File: config.mk
export PLATFORM = sky130hd
export DESIGN_NAME = pll_chan_div
export DESIGN_NICKNAME = d
export VERILOG_FILES = /design/src/rtl/pll_chan_div_pkg.sv /design/src/rtl/pcd_ratio.sv /design/src/rtl/pcd_gate.sv /design/src/rtl/pll_chan_div.sv
export SDC_FILE = /design/constraint.sdc
export NUM_CORES = 1
export LEC_CHECK = 0
export CORE_UTILIZATION = 50
export CTS_BUF_LIST = sky130_fd_sc_hd__clkbuf_8
export DETAILED_ROUTE_END_ITERATION = 16
export DONT_BUFFER_PORTS = 1
export PLACE_DENSITY = 0.72
export SYNTH_ARGS = -nofsm -noshare
export SYNTH_HDL_FRONTEND = slang
export SYNTH_SLANG_ARGS = --single-unit
File: constraint.sdc
create_clock -name clk -period 4 [get_ports clk]
set_clock_uncertainty 0.1 [all_clocks]
set_input_delay 0.2 -clock clk [delete_from_list [all_inputs] [get_ports clk]]
set_output_delay 0.2 -clock clk [all_outputs]
set_load 0.1 [all_outputs]
File: src/rtl/pll_chan_div_pkg.sv
package pll_chan_div_pkg;

    typedef enum logic [0:0] {
        ST_IDLE = 1'b0,
        ST_RUN  = 1'b1
    } pcd_state_e;

    // Fixed-ratio limit accepted by the divider.
    localparam int PCD_FIXED_MAX = 8;

endpackage

File: src/rtl/pcd_ratio.sv
module pcd_ratio #(
    parameter int DIV_W     = 8,
    parameter int FIXED_DIV = 1,
    parameter int RW        = 12
) (
    input  logic [DIV_W-1:0] div_field,
    output logic [RW-1:0]    ratio,
    output logic [RW-1:0]    high_len
);
    logic [DIV_W-1:0] div_eff;

    always_comb begin
        // zero selects the largest ratio the field can hold
        div_eff  = (div_field == '0) ? {DIV_W{1'b1}} : div_field;
        ratio    = RW'(div_eff) * RW'(FIXED_DIV);
        high_len = (ratio == RW'(1)) ? RW'(1) : (ratio >> 1);
    end
endmodule

File: src/rtl/pcd_gate.sv
module pcd_gate #(
    parameter int PLL_W    = 8,
    parameter int HOLD_POS = 4
) (
    input  logic             clk,
    input  logic             rst_n,
    input  logic             dis_bit,
    input  logic [PLL_W-1:0] pll_ctrl,
    input  logic             pll_locked,
    output logic             run_en
);
    logic want;

    assign want = !dis_bit && !pll_ctrl[HOLD_POS] && pll_locked;

    always_ff @(posedge clk or negedge rst_n) begin
        if (!rst_n) run_en <= 1'b0;
        else        run_en <= want;
    end
endmodule

File: src/rtl/pll_chan_div.sv
module pll_chan_div
    import pll_chan_div_pkg::*;
#(
    parameter int DIV_W     = 8,
    parameter int FIXED_DIV = 1,
    parameter int PLL_W     = 8,
    parameter int HOLD_POS  = 4
) (
    input  logic             clk,
    input  logic             rst_n,
    input  logic             pll_locked,
    input  logic [DIV_W:0]   chan_ctrl,
    input  logic [PLL_W-1:0] pll_ctrl,
    output logic             clk_out,
    output logic             out_active
);
    localparam int FIX_W = $clog2(PCD_FIXED_MAX + 1);
    localparam int RW    = DIV_W + FIX_W;

    pcd_state_e      state_q, state_d;
    logic            run_en;
    logic [RW-1:0]   ratio_new, hi_new;
    logic [RW-1:0]   cnt_q, ratio_q, hi_q;
    logic            at_reload;

    pcd_ratio #(.DIV_W(DIV_W), .FIXED_DIV(FIXED_DIV), .RW(RW)) ratio_i (
        .div_field (chan_ctrl[DIV_W-1:0]),
        .ratio     (ratio_new),
        .high_len  (hi_new)
    );

    pcd_gate #(.PLL_W(PLL_W), .HOLD_POS(HOLD_POS)) gate_i (
        .clk        (clk),
        .rst_n      (rst_n),
        .dis_bit    (chan_ctrl[DIV_W]),
        .pll_ctrl   (pll_ctrl),
        .pll_locked (pll_locked),
        .run_en     (run_en)
    );

    assign at_reload = (cnt_q == ratio_q - RW'(1));

    // state register
    always_ff @(posedge clk or negedge rst_n) begin
        if (!rst_n) state_q <= ST_IDLE;
        else        state_q <= state_d;
    end

    // transitions: IDLE_HOLD, IDLE_TO_RUN, RUN_KEEP, RUN_TO_IDLE
    always_comb begin
        state_d = state_q;
        unique case (state_q)
            ST_IDLE: state_d = run_en ? ST_RUN  : ST_IDLE;
            ST_RUN:  state_d = run_en ? ST_RUN  : ST_IDLE;
            default: state_d = ST_IDLE;
        endcase
    end

    // period counter; ratio sampled only on entry and at reload
    always_ff @(posedge clk or negedge rst_n) begin
        if (!rst_n) begin
            cnt_q   <= '0;
            ratio_q <= RW'(1);
            hi_q    <= '0;
        end else begin
            unique case (state_q)
                ST_IDLE: begin
                    cnt_q <= '0;
                    if (run_en) begin
                        ratio_q <= ratio_new;
                        hi_q    <= hi_new;
                    end
                end
                ST_RUN: begin
                    if (at_reload) begin
                        cnt_q   <= '0;
                        ratio_q <= ratio_new;
                        hi_q    <= hi_new;
                    end else begin
                        cnt_q <= cnt_q + RW'(1);
                    end
                end
                default: cnt_q <= '0;
            endcase
        end
    end

    // outputs
    always_comb begin
        clk_out    = 1'b0;
        out_active = 1'b0;
        unique case (state_q)
            ST_IDLE: begin
                clk_out    = 1'b0;
                out_active = 1'b0;
            end
            ST_RUN: begin
                clk_out    = (cnt_q < hi_q);
                out_active = 1'b1;
            end
            default: begin
                clk_out    = 1'b0;
                out_active = 1'b0;
            end
        endcase
    end
endmodule

==> run summary <==
Status: complete, no violations
Syn Area/Cell: 9.59 sq um
Hold Crit Class: input port to flop
Grt ovf: 0
Top_reg_cell synth: dfrtp_1
Placed instance count: 223
Int Power: 513 uW
Worst-path clk slew: 60 ps
Post-place setup slack: 924 ps
Seq/Total Area, Yosys: 41.2%
Compound-Gate Fraction of Synth Area: 16.2%
Startpoint types: flop
Setup CP Type: flop to flop
Yosys top cell area share: 39.7%
CTS H-tree depth: 2
R2R depth: 10
Wl on met1: 1.52 mm
Area Growth Syn to Fin: 12.8%
CTS tree: done
Final Max Slew Viols: 0
Input/output buffers: 0
Drt pass-1 iters: 4
Most common cell in the netlist: dfrtp_1
GP Congestion: 0.822
Total power: 730 uW
Synth top area cells: dfrtp_1, o22a_1, ha_1
MaxCap Viol Count: 0
Filler instances: 299
Clock Sinks: 29
Post-synth top cells: dfrtp_1, nor2_1, inv_1
Clk root buf: clkbuf_8
Fraction of registers with async set/reset: 100%
Final hold violations: 0
Area leader, netlist: dfrtp_1
Multi-input gate area in the final layout: 918 sq um
Worst R2R Start: ratio_q[1]
Routed length per instance: 14.8 microns
Post-synthesis simple-gate area fraction: 21.5%
Top Ports: 22
Antenna Violating Nets Remaining: 0
Worst skew pair latency: 280 ps
Max VDD drop: 0.299 mV
Worst Setup EP: ratio_q[1]
Synth warn: 0
Setup TNS: 0 ps
Period utilisation layout: 77.0%
Combinational family with the most area after synthesis: simple AND/OR/NAND/NOR gates
Die ar.: 0.00377 sq mm
Vias: 1379
Logic pwr share: 18.5%
Worst R2R Setup Slack: 920 ps
FF-to-FF End: ratio_q[1]
Met2 Routed Length: 1.83 mm
Post-synthesis mux area share: 0%
Vias per cell: 5.67
Clock buffer depth: 2
Share of layout cells above drive strength 1: 9.14%
Worst-Margin Slew: 525 ps
Synth Register Bits: 29
Switching Power: 217 uW
Tot GR Track Use: 23.1%
Crit end category: flop
Worst Path Arrival: 3180 ps
Number of global-route vias before repair: 1330
DIE WIDTH: 61.4 microns
Final setup violation count: 0
Post-CTS sizing: 0
Achievable Freq: 0.325 GHz
P_leak: 0.000913 uW
Largest net degree at the start of global routing: 30
Layout Nets: 224
Worst-path fanout max: 14
DRT iter0 DRCs: 23
Synth Cell Area: 0.00176 sq mm
Total core area: 0.00336 sq mm
Yosys cell types: 41
Worst Slack Setup Final: 921 ps
PD cells: 367 mW/mm^2
Req. time, crit path: 4100 ps
TritonCTS buffer count: 5
ANT cells: 0
DR WL met3: 123 microns
Wire length of the first global-routing pass: 6.02 mm
RSZ-0062 raised after global routing: no
Clk network pwr share: 31.2%
Number of synthesized flops with an enable pin: 0
Mapped Cells: 184
Seq pwr share: 50.3%
Rows: 21
Initial antenna violation count: 0
Worst Setup SP: ratio_q[1]
Xor/xnor cell area share of the yosys netlist: 8.44%
Adder-Cell Fraction of Synth Area: 5.67%
Post-route insts no fill: 243
DP HPWL: 2.66 mm
Starting Density: 52.5%
Sequential Area: 727 sq um
DRC errors left: 0
Syn Nets: 212
WHS Path Cells: 3
Die Y-Extent: 61.4 microns
Sw frac: 29.8%
Min cycle time layout: 3080 ps
WL final: 3.61 mm
Top Metal Used: met4
Max-slew headroom: 64.5%
==> cell type report <==
cell class,instances,area share [%]
Tap cell,46,2.89
Inverter,14,2.64
Multi-Input combinational cell,131,46.1
Clock buffer,5,3.46
Timing Repair Buffer,15,7.67
Sequential cell,29,36.5
Clock inverter,3,0.691
==> through the flow <==
| stage | utilization, % | area (sq um) | hold WS (ps) |
|---|---|---|---|
| floorplan | - | 1760 | -196 |
| global placement | 52.9 | 1780 | -194 |
| detailed placement | 52.9 | 1780 | -195 |
| CTS | 59.2 | 1990 | 12.1 |
| global route | 59.2 | 1990 | 33.9 |
| finish | 59.2 | 1990 | 16.5 |
==> sequential cells by signal (all words and copies together), names as in the netlist <==
signal,count
ratio_q,8
gate_i.run_en,1
hi_q,7
state_q,1
cnt_q,12
==> placed cells by master (no fill, tap or decap), types with 2 or more instances in the layout <==
master,instances
nor2_1,19
a31oi_1,3
dfrtp_1,28
a21o_1,5
a211oi_1,2
o21ai_0,5
nor4_1,4
nand3_1,5
and3_1,4
a21oi_1,3
nand4_1,4
o22a_1,12
nor4b_1,3
xnor2_1,7
clkinv_2,2
ha_1,8
clkbuf_8,5
xor2_1,10
buf_4,3
nand2b_1,4
inv_1,15
dlygate4sd3_1,11
nor3_1,6
nand2_1,9
==> cells by family after synthesis <==
family,Yosys count
buf+inv,24
simple gates,68
flops,29
xor+xnor,17
compound gates,38
fa+ha+maj,8
==> how the worst min path moves through the flow <==
stage | from | endpoint
final | chan_ctrl[4] | hi_q[0]
after global routing | chan_ctrl[4] | hi_q[0]
after CTS | chan_ctrl[4] | hi_q[0]
after detailed placement | rst_n | cnt_q[4]
after global placement | rst_n | cnt_q[0]
after floorplan | rst_n | cnt_q[0]
==> worst max-delay path, cell delays in order, from the launching register on <==
cell,delay [ps]
dfrtp_1,440
inv_1,80
ha_1,220
or4b_4,520
or4b_1,510
a21bo_1,190
o21ai_2,120
a41o_1,350
buf_4,250
nor2_1,60
a31oi_1,150
==> power groups by stage <==
stage / registers, uW / clock network [uW] / logic (uW)
floorplan: 348 / 0 / 123
detailed placement: 372 / 0 / 118
finish: 367 / 228 / 135
global placement: 370 / 0 / 111
CTS: 366 / 232 / 136
global route: 373 / 248 / 152
==> routing by layer <==
layer | GRT usage [%] | vias to the layer above
met5 | 0 | -
met4 | 14.0 | 0
met3 | 5.25 | 15
met2 | 38.4 | 28
met1 | 27.2 | 654
li1 | - | 682
==> timing repair <==
item,4_1_cts,5_1_grt
setup buffers,0,0
hold buffers,12,0
endpoints found under the hold margin,45,0
setup endpoints to repair,0,0
(Power assumes the default switching activity.)
